<file path="config.mk">
export PLATFORM = sky130hd
export DESIGN_NAME = xcvr_bringup_seq
export DESIGN_NICKNAME = d
export VERILOG_FILES = /design/src/rtl/xbs_pkg.sv /design/src/rtl/xbs_sync2.sv /design/src/rtl/xbs_cal_timer.sv /design/src/rtl/xbs_lane.sv /design/src/rtl/xcvr_bringup_seq.sv
export SDC_FILE = /design/constraint.sdc
export NUM_CORES = 1
export LEC_CHECK = 0
export BUFFER_PORTS_ARGS = -buffer_cell sky130_fd_sc_hd__buf_2
export CAP_MARGIN = 5
export CORE_UTILIZATION = 45
export DETAILED_ROUTE_END_ITERATION = 6
export HOLD_SLACK_MARGIN = 0.1
export PLACE_DENSITY = 0.76
export SLEW_MARGIN = 20
export SYNTH_ARGS = -nofsm -noshare
export SYNTH_HDL_FRONTEND = slang
export SYNTH_SLANG_ARGS = --single-unit
</file>
<file path="constraint.sdc">
create_clock -name clk -period 2 [get_ports clk]
set_input_delay 0.3 -clock clk [delete_from_list [all_inputs] [get_ports clk]]
set_output_delay 0.3 -clock clk [all_outputs]
set_load 0.02 [all_outputs]
</file>
<file path="src/rtl/xbs_pkg.sv">
package xbs_pkg;

    typedef enum logic [1:0] {
        S_HOLD   = 2'd0,
        S_CONFIG = 2'd1,
        S_CAL    = 2'd2,
        S_RUN    = 2'd3
    } seq_state_t;

    localparam logic [1:0] PD_OPER = 2'b00;
    localparam logic [1:0] PD_LOW  = 2'b10;
    localparam logic [1:0] PD_DEEP = 2'b11;

    // Map a requested code onto the three legal codes; 2'b01 becomes deep low power.
    function automatic logic [1:0] pd_clean(input logic [1:0] req);
        logic [1:0] res;
        unique case (req)
            PD_OPER: res = PD_OPER;
            PD_LOW:  res = PD_LOW;
            default: res = PD_DEEP;
        endcase
        return res;
    endfunction

endpackage

</file>
<file path="src/rtl/xbs_sync2.sv">
module xbs_sync2 #(
    parameter int W = 1
) (
    input  logic         clk,
    input  logic         rst_n,
    input  logic [W-1:0] d,
    output logic [W-1:0] q
);

    logic [W-1:0] meta_q;
    logic [W-1:0] sync_q;

    always_ff @(posedge clk or negedge rst_n) begin
        if (!rst_n) begin
            meta_q <= '0;
            sync_q <= '0;
        end else begin
            meta_q <= d;
            sync_q <= meta_q;
        end
    end

    assign q = sync_q;

endmodule

</file>
<file path="src/rtl/xbs_cal_timer.sv">
module xbs_cal_timer #(
    parameter int LIMIT = 1000
) (
    input  logic clk,
    input  logic rst_n,
    input  logic run,
    output logic expired
);

    localparam int CW = $clog2(LIMIT + 1);
    localparam logic [CW-1:0] LAST = CW'(LIMIT - 1);

    logic [CW-1:0] cnt_q;

    always_ff @(posedge clk or negedge rst_n) begin
        if (!rst_n) begin
            cnt_q <= '0;
        end else if (!run) begin
            cnt_q <= '0;
        end else if (cnt_q != LAST) begin
            cnt_q <= cnt_q + 1'b1;
        end
    end

    assign expired = run && (cnt_q == LAST);

endmodule

</file>
<file path="src/rtl/xbs_lane.sv">
module xbs_lane
    import xbs_pkg::*;
(
    input  logic       clk,
    input  logic       rst_n,
    input  logic       run,
    input  logic       ready_s,
    input  logic       rxval_s,
    input  logic [1:0] pwr_req,
    output logic [1:0] pwr_code,
    output logic       active,
    output logic       tx_valid,
    output logic       tx_rst_n,
    output logic       rx_rst_n
);

    logic [1:0] pwr_q;
    logic       txv_q;
    logic       txr_q;
    logic       rxr_q;
    logic       tx_ok;

    assign active = (pwr_q == PD_OPER);
    assign tx_ok  = run && active && ready_s;

    always_ff @(posedge clk or negedge rst_n) begin
        if (!rst_n) begin
            pwr_q <= PD_DEEP;
            txv_q <= 1'b0;
            txr_q <= 1'b0;
            rxr_q <= 1'b0;
        end else begin
            pwr_q <= pd_clean(pwr_req);
            txv_q <= tx_ok;
            txr_q <= tx_ok && txv_q;
            rxr_q <= run && active && rxval_s;
        end
    end

    assign pwr_code = pwr_q;
    assign tx_valid = txv_q;
    assign tx_rst_n = txr_q;
    assign rx_rst_n = rxr_q;

endmodule

</file>
<file path="src/rtl/xcvr_bringup_seq.sv">
module xcvr_bringup_seq
    import xbs_pkg::*;
#(
    parameter int LANES       = 4,
    parameter int CAL_TIMEOUT = 100000
) (
    input  logic               clk,
    input  logic               por_n,
    input  logic               bus_clk_ok,
    input  logic               pcs_clk_ok,
    input  logic               cfg_done,
    input  logic [LANES-1:0]   pma_ready,
    input  logic [LANES-1:0]   rx_valid,
    input  logic [2*LANES-1:0] pwr_req,
    input  logic               wr_req,
    output logic               bus_rst_n,
    output logic               core_rst_n,
    output logic [LANES-1:0]   tx_pcs_rst_n,
    output logic [LANES-1:0]   rx_pcs_rst_n,
    output logic [LANES-1:0]   tx_valid,
    output logic [2*LANES-1:0] pwr_code,
    output logic               wr_grant,
    output logic               cal_err
);

    localparam int SW = 2 + 2 * LANES;

    seq_state_t       state_q;
    seq_state_t       state_d;
    logic [SW-1:0]    raw_status;
    logic [SW-1:0]    sync_status;
    logic             bus_ok_s;
    logic             pcs_ok_s;
    logic             clk_ok_s;
    logic [LANES-1:0] ready_s;
    logic [LANES-1:0] rxval_s;
    logic [LANES-1:0] lane_active;
    logic             cal_done;
    logic             cal_expired;
    logic             in_cal;
    logic             in_run;
    logic             err_q;

    // Status synchronizers
    assign raw_status = {rx_valid, pma_ready, pcs_clk_ok, bus_clk_ok};

    xbs_sync2 #(.W(SW)) status_sync_i (
        .clk   (clk),
        .rst_n (por_n),
        .d     (raw_status),
        .q     (sync_status)
    );

    assign bus_ok_s = sync_status[0];
    assign pcs_ok_s = sync_status[1];
    assign ready_s  = sync_status[2 +: LANES];
    assign rxval_s  = sync_status[2 + LANES +: LANES];
    assign clk_ok_s = bus_ok_s && pcs_ok_s;

    // Calibration done: every operational lane reports ready
    assign cal_done = &(ready_s | ~lane_active);

    xbs_cal_timer #(.LIMIT(CAL_TIMEOUT)) cal_timer_i (
        .clk     (clk),
        .rst_n   (por_n),
        .run     (in_cal),
        .expired (cal_expired)
    );

    // State register
    always_ff @(posedge clk or negedge por_n) begin
        if (!por_n) begin
            state_q <= S_HOLD;
        end else begin
            state_q <= state_d;
        end
    end

    // Next-state logic
    always_comb begin
        state_d = state_q;
        unique case (state_q)
            S_HOLD: begin
                if (clk_ok_s) state_d = S_CONFIG;
            end
            S_CONFIG: begin
                if (!clk_ok_s)     state_d = S_HOLD;
                else if (cfg_done) state_d = S_CAL;
            end
            S_CAL: begin
                if (!clk_ok_s)        state_d = S_HOLD;
                else if (cal_done)    state_d = S_RUN;
                else if (cal_expired) state_d = S_HOLD;
            end
            S_RUN: begin
                if (!clk_ok_s) state_d = S_HOLD;
            end
        endcase
    end

    // Outputs derived from state
    always_comb begin
        bus_rst_n  = 1'b0;
        core_rst_n = 1'b0;
        in_cal     = 1'b0;
        in_run     = 1'b0;
        wr_grant   = 1'b0;
        unique case (state_q)
            S_HOLD: begin
            end
            S_CONFIG: begin
                bus_rst_n = 1'b1;
                wr_grant  = wr_req;
            end
            S_CAL: begin
                bus_rst_n  = 1'b1;
                core_rst_n = 1'b1;
                in_cal     = 1'b1;
            end
            S_RUN: begin
                bus_rst_n  = 1'b1;
                core_rst_n = 1'b1;
                in_run     = 1'b1;
                wr_grant   = wr_req;
            end
        endcase
    end

    // Sticky calibration error
    always_ff @(posedge clk or negedge por_n) begin
        if (!por_n) begin
            err_q <= 1'b0;
        end else if (in_cal && !cal_done && cal_expired && clk_ok_s) begin
            err_q <= 1'b1;
        end
    end

    assign cal_err = err_q;

    // Per-lane bring-up
    for (genvar l = 0; l < LANES; l++) begin : g_lane
        xbs_lane lane_i (
            .clk      (clk),
            .rst_n    (por_n),
            .run      (in_run),
            .ready_s  (ready_s[l]),
            .rxval_s  (rxval_s[l]),
            .pwr_req  (pwr_req[2*l +: 2]),
            .pwr_code (pwr_code[2*l +: 2]),
            .active   (lane_active[l]),
            .tx_valid (tx_valid[l]),
            .tx_rst_n (tx_pcs_rst_n[l]),
            .rx_rst_n (rx_pcs_rst_n[l])
        );
    end

endmodule

</file>
==> flow_summary_export.csv, run 1 <==
group,metric,value,unit
status,status,"completed",
timing,final.setup.worst_slack,303,ps
route,routedWlPerCell,13.6,um
route,drc,0,
synth,ys_types,38,
flow_run,maxCapViolCount,0,
placed_design,dp_cells,288,
route,firstDrtPassIters,4,
route,viasPerCell,4.89,
power,p_clk_share,44.8,%
synth,yosysTopAreaCellShare,54.9,%
floorplan,die_width,74.6,um
timing,worstMarginPinSlew,486,ps
finish,final-seq-area,1510,um^2
synth,synth_top_area_cell,"dfrtp_1",
power,switching_power,0.000518,W
floorplan,initial_core_util,46.7,%
route,drt-initial-drc-count,155,
setup_path,critPathKind,"reg -> reg",
grt,grt_pass1_vias,1501,
synth,synth_seq_area_share,63.7,%
grt,overflow,0,
power,powerDensity,852,nW/um^2
setup_path,crit_path_end_kind,"flop",
synth,synthTopCellsByArea,"dfrtp_1, dfstp_2, buf_4",
cts,hold_buffers,15,
floorplan,core,5070,um^2
finish,syn_to_final_growth,24.5,%
cts,cts.sinks,60,
synth,ys_top_cells_by_count,"dfrtp_1, nor2_1, buf_4",
route,postRouteAntennaNets,0,
timing,period_needed,1700,ps
route,drt_wl_total,4330,um
synth,postSynthCellCount,188,
timing,setup_viol,0,
cts,path_clk_slew,60,ps
synth,ys_warn_count,0,
timing,finalCritPeriodShare,84.9,%
placed_design,pre_cts_ws,310,ps
synth,syn-cell-area,2370,um^2
setup_path,start_kind,"flop",
cts,clock_path_buffers,2,
synth,synth-main-ff-cell,"dfrtp_1",
power,swShare,20.6,%
power,ir_drop,0.584,mV
placed_design,portBuffers,45,
setup_path,crit_required,2260,ps
floorplan,ios,46,
grt,grt_max_degree,25,
placed_design,place_congestion,0.862,
synth,yosysMostFrequentCell,"dfrtp_1",
floorplan,rows,26,
floorplan,die_area,5560,um^2
cts,clk_latency,330,ps
finish,multiInputGateArea,728,um^2
synth,synth_area_per_cell,12.6,um^2
setup_path,worstPathMaxFanout,9,
timing,finClkSkew,5.14,ps
worst_hold_path,min_path_type,"in -> reg",
finish,nFillCells,422,
synth,async_reset_ff_share,100,%
cts,ctsResizeCount,0,
finish,insertedDiodeCount,0,
grt,grt_util_all_layers,18.3,%
grt,grt_pass1_wl,7170,um
setup_path,cp.arrival,1960,ps
route,vias,1554,
cts,cts_buffers,9,
power,leakagePower,1.41,nW
timing,fmax,0.589,GHz
cts,cts_tree,"built",
synth,synth_edf_count,0,
placed_design,hpwl,2990,um
synth,synth-seq-cells,60,
finish,layout.cells.non_filler,318,
power,combPwrFrac,4.7,%
cts,htreeDepth,3,
cts,post_cts_buffers,0,
power,p_seq_share,50.4,%
timing,final-hold-violation-count,0,
timing,slew_headroom,67.5,%
finish,fin_nets,267,
power,power.total,0.00251,W
grt,antenna_found_initial,0,
finish,post-route-util,58.2,%
floorplan,die_h,74.6,um
finish,drive_above_1_share,34.7,%
timing,slew_violations,0,
power,internal_power,0.00200,W
timing,rsz0062_at_grt,"false",
synth,syn_nets,211,
timing,fin_tns_setup,0,ps
cts,root_buffer,"clkbuf_8",
-- worst max-delay path, cell delays in order, from the launching register on --
cell	delay [ps]
dfrtp_1	420
ha_1	260
and4_1	270
nand4_4	140
or4b_1	450
o21ai_1	80
-- final cells by class --
type / instances / share of cell area [%]
flip-flops and latches: 60 / 51.2
multi-input cells: 105 / 24.7
repair buffers: 64 / 13.7
clock buffers: 10 / 4.32
well taps: 70 / 2.97
clock inverters: 5 / 2.63
inverters: 4 / 0.508
-- power groups by stage --
stage,combinational [W],clock (W),sequential (W)
global route,0.000132,0.00120,0.00127
floorplan,0.0000244,0,0.00130
detailed placement,0.0000985,0,0.00129
finish,0.000119,0.00113,0.00127
CTS,0.000121,0.00115,0.00127
global placement,0.0000957,0,0.00129
-- final timing paths --
path,cells past startpoint,startpoint,endpoint,slack (ps)
max reg2reg,5,cal_timer_i.cnt_q[0]$_DFFE_PN0P_,cal_timer_i.cnt_q[3]$_DFFE_PN0P_,300
min in group asynchronous,2,por_n,cal_timer_i.cnt_q[14]$_DFFE_PN0P_,420
max,5,cal_timer_i.cnt_q[0]$_DFFE_PN0P_,cal_timer_i.cnt_q[3]$_DFFE_PN0P_,300
min,2,pwr_req[5],g_lane[2].lane_i.pwr_code[1]$_DFF_PN1_,160
min reg2reg,0,status_sync_i.meta_q[8]$_DFF_PN0_,status_sync_i.q[8]$_DFF_PN0_,350
max in group asynchronous,3,por_n,g_lane[3].lane_i.pwr_code[0]$_DFF_PN1_,920
-- stage by stage --
stage / cell area (um^2) / hold slack (ps)
floorplan: 2370 / 4.41
global placement: 2600 / 239
detailed placement: 2600 / 249
CTS: 2950 / 143
global route: 2950 / 148
finish: 2950 / 155
-- kinds of logic (layout without fill, tap and decap cells) --
family,after synthesis,count (layout),share of synthesized area [%]
buffers and inverters,23,83,5.54
adders and majority gates,1,1,0.528
xor gates and xnor gates,9,9,3.32
and+or+nand+nor,77,77,21.5
muxes,2,2,0.844
AOI/OAI and AO/OA,16,16,4.54
DFF,60,60,63.7
-- metal layers --
metal	track usage (%)	wire length, um	part of all wire (%)	up-vias
met5	0	0	0	-
met4	12.8	159	3.7	0
met3	4.07	155	3.6	15
met2	26.9	2070	48	45
met1	24.0	1940	45	758
li1	-	-	-	736
-- sequential cells by signal, indices dropped and copies added (netlist names) --
signal,count
cal_err,1
cal_timer_i.cnt_q,17
g_lane.lane_i.pwr_code,8
g_lane.lane_i.rx_rst_n,4
g_lane.lane_i.tx_rst_n,4
g_lane.lane_i.tx_valid,4
state_q,2
status_sync_i.meta_q,10
status_sync_i.q,10
-- layout by cell type, fill, tap and decap left out, types with 4 or more instances in the layout --
master,synthesis,final
and2_1,5,5
and3_1,8,8
buf_2,0,45
buf_4,12,4
clkbuf_8,0,9
dfrtp_1,52,52
dfstp_2,8,8
dlygate4sd3_1,0,15
inv_1,4,4
nand2_1,11,11
nor2_1,18,18
nor3_1,9,9
o21ai_0,4,4
or2_2,5,5
xnor2_1,7,7
No activity file was read; power rests on OpenSTA's default activity.
==> inputs of run 2 (changes only) <==
Settings changed: PLACE_DENSITY 0.76 to 0.79.
Clock period 2 ns to 1.45 ns, I/O delays scaled along.
==> run 2 against run 1 <==
The flow now finishes with violations (negative setup slack). Die area stayed put. Core utilization is 5.7 points higher. Register-to-register slack worse by 320 ps. Worst setup slack worse by 320 ps. Count of clock-buffer cells in the layout is 2 higher. Clock skew is 2.5 ps higher. Worst hold slack better by 77 ps. Critical endpoint unchanged. Largest cell class unchanged.
==> flow_summary_export.csv, run 2 (synthesis gave the netlist of run 1 again) <==
group,metric,value,unit
timing,rsz0062_at_grt,"true",
floorplan,die_area,5560,um^2
setup_path,crit_start,"cal_timer_i.cnt_q[6]$_DFFE_PN0P_",
worst_hold_path,min_path_type,"in -> reg",
floorplan,die_width,74.6,um
route,firstDrtPassIters,4,
floorplan,rows,26,
cts,path_clk_slew,60,ps
cts,clock_path_buffers,2,
status,violations,"negative setup slack",
cts,cts_tree,"built",
timing,setup_viol,5,
grt,grt_pass1_wl,7090,um
timing,slew_violations,0,
placed_design,placed_area,2730,um^2
setup_path,crit_buf_inv,0,
cts,cts.sinks,60,
power,leakagePower,1.58,nW
finish,syn_to_final_growth,36.8,%
setup_path,crit_end,"cal_timer_i.cnt_q[3]$_DFFE_PN0P_",
setup_path,path_cells,"nor4bb_4, nand4_4, nor2b_1, o21ai_1",
finish,layout_common_cells,"dfrtp_1, buf_2, buf_4",
setup_path,crit_family,"simple AND/OR/NAND/NOR gates",
floorplan,die_h,74.6,um
setup_path,rrSetupSlack,-20,ps
timing,finalCritPeriodShare,101,%
setup_path,cp.depth,4,
timing,final.setup.worst_slack,-16.8,ps
grt,antenna_found_initial,0,
route,postRouteAntennaNets,0,
finish,drive_above_1_share,42.7,%
grt,overflow,0,
timing,fmax,0.682,GHz
grt,grt_util_all_layers,18.3,%
cts,htreeDepth,3,
route,viasPerCell,4.82,
setup_path,crit_slowest_cell,"dfrtp_1",
power,ir_drop,0.878,mV
route,vias,1657,
setup_path,reg2reg_to,"cal_timer_i.cnt_q[3]$_DFFE_PN0P_",
grt,grt_max_degree,61,
setup_path,critPathKind,"reg -> reg",
finish,final_area,3240,um^2
finish,final_common_cell,"dfrtp_1",
setup_path,cp.arrival,1730,ps
finish,insertedDiodeCount,0,
placed_design,place_congestion,0.804,
finish,regMostFlops,"cal_timer_i.cnt_q",
timing,period_needed,1470,ps
timing,hold_slack,232,ps
setup_path,crit_required,1710,ps
floorplan,core,5070,um^2
flow_run,maxCapViolCount,0,
placed_design,hpwl,2910,um
timing,worstMarginPinSlew,411,ps
setup_path,max_stage_delay,450,ps
timing,final-hold-violation-count,0,
placed_design,pre_cts_ws,-35.2,ps
floorplan,ios,46,
cts,cts_buffers,9,
timing,finClkSkew,7.61,ps
timing,slew_headroom,72.6,%
setup_path,crit_path_end_kind,"flop",
cts,clk_latency,330,ps
route,drt_wl_total,4710,um
setup_path,r2r_start,"cal_timer_i.cnt_q[6]$_DFFE_PN0P_",
status,status,"complete, but fails checks",
setup_path,start_kind,"flop",
finish,largest_reg_flops,17,
power,powerDensity,1060,nW/um^2
grt,grt_pass1_vias,1523,
finish,fin_nets,292,
cts,root_buffer,"clkbuf_8",
setup_path,r2r_cells,4,
floorplan,initial_core_util,46.7,%
placed_design,portBuffers,45,
route,drt-initial-drc-count,102,
setup_path,worstPathMaxFanout,5,
route,drc,0,
route,routedWlPerCell,13.7,um
[run 2: worst min-delay path, cell delays in order]
cell and delay [ps]:
buf_2 90, nand2_1 50, o22ai_1 110, nor2_1 50
[run 2: worst min path at each step]
stage,from,endpoint,cells past startpoint
global placement,por_n,cal_timer_i.cnt_q[7]$_DFFE_PN0P_,2
floorplan,por_n,cal_err$_DFFE_PN0P_,0
finish,cfg_done,state_q[0]$_DFFE_PN0P_,4
detailed placement,por_n,cal_timer_i.cnt_q[5]$_DFFE_PN0P_,2
CTS,cfg_done,state_q[0]$_DFFE_PN0P_,4
global route,cfg_done,state_q[0]$_DFFE_PN0P_,4
[run 2: routing by layer]
layer  global-route usage [%]  vias to the layer above  wire [um]
li1                         -                      790          -
met1                     22.7                      815       1960
met4                     10.7                        0        106
met3                     5.15                       11        222
met2                     28.7                       41       2420
met5                        0                        -          0
[run 2: power breakdown]
group	internal, W	switching (W)	leakage [nW]
combinational	0.0000924	0.0000913	0.719
sequential	0.00173	0.0000199	0.755
clock	0.000885	0.000636	0.106
total	0.00270	0.000747	1.58
[run 2: what timing repair did]
| item | in CTS | in global routing |
|---|---|---|
| gates cloned | 0 | 1 |
| setup buffers | 3 | 2 |
| hold buffers | 19 | 0 |
| endpoints found under the setup margin | 7 | 12 |
| endpoints found under the hold margin | 70 | 0 |
| gates resized for setup | 4 | 12 |
| pin swaps | 1 | 11 |
[run 2: cell type report]
type,instances,area (um^2)
clock inverter,4,48.8
sequential,60,1520
timing repair buffer,88,618
inverter,4,15.0
tap,70,87.6
fill,393,1830
multi-input combinational,106,801
clock buffer,12,155
[run 2: per-stage QoR]
step / instances / TNS, ps / power, W / utilization (%)
finish: 344 / -62.1 / 0.00345 / 63.9
global route: 344 / -620 / 0.00358 / 63.9
CTS: 341 / -35.6 / 0.00348 / 62.1
detailed placement: 303 / -57.7 / 0.00192 / 53.7
global placement: 303 / -5.05 / 0.00191 / 53.7
floorplan: 188 / 0 / 0.00182 / -
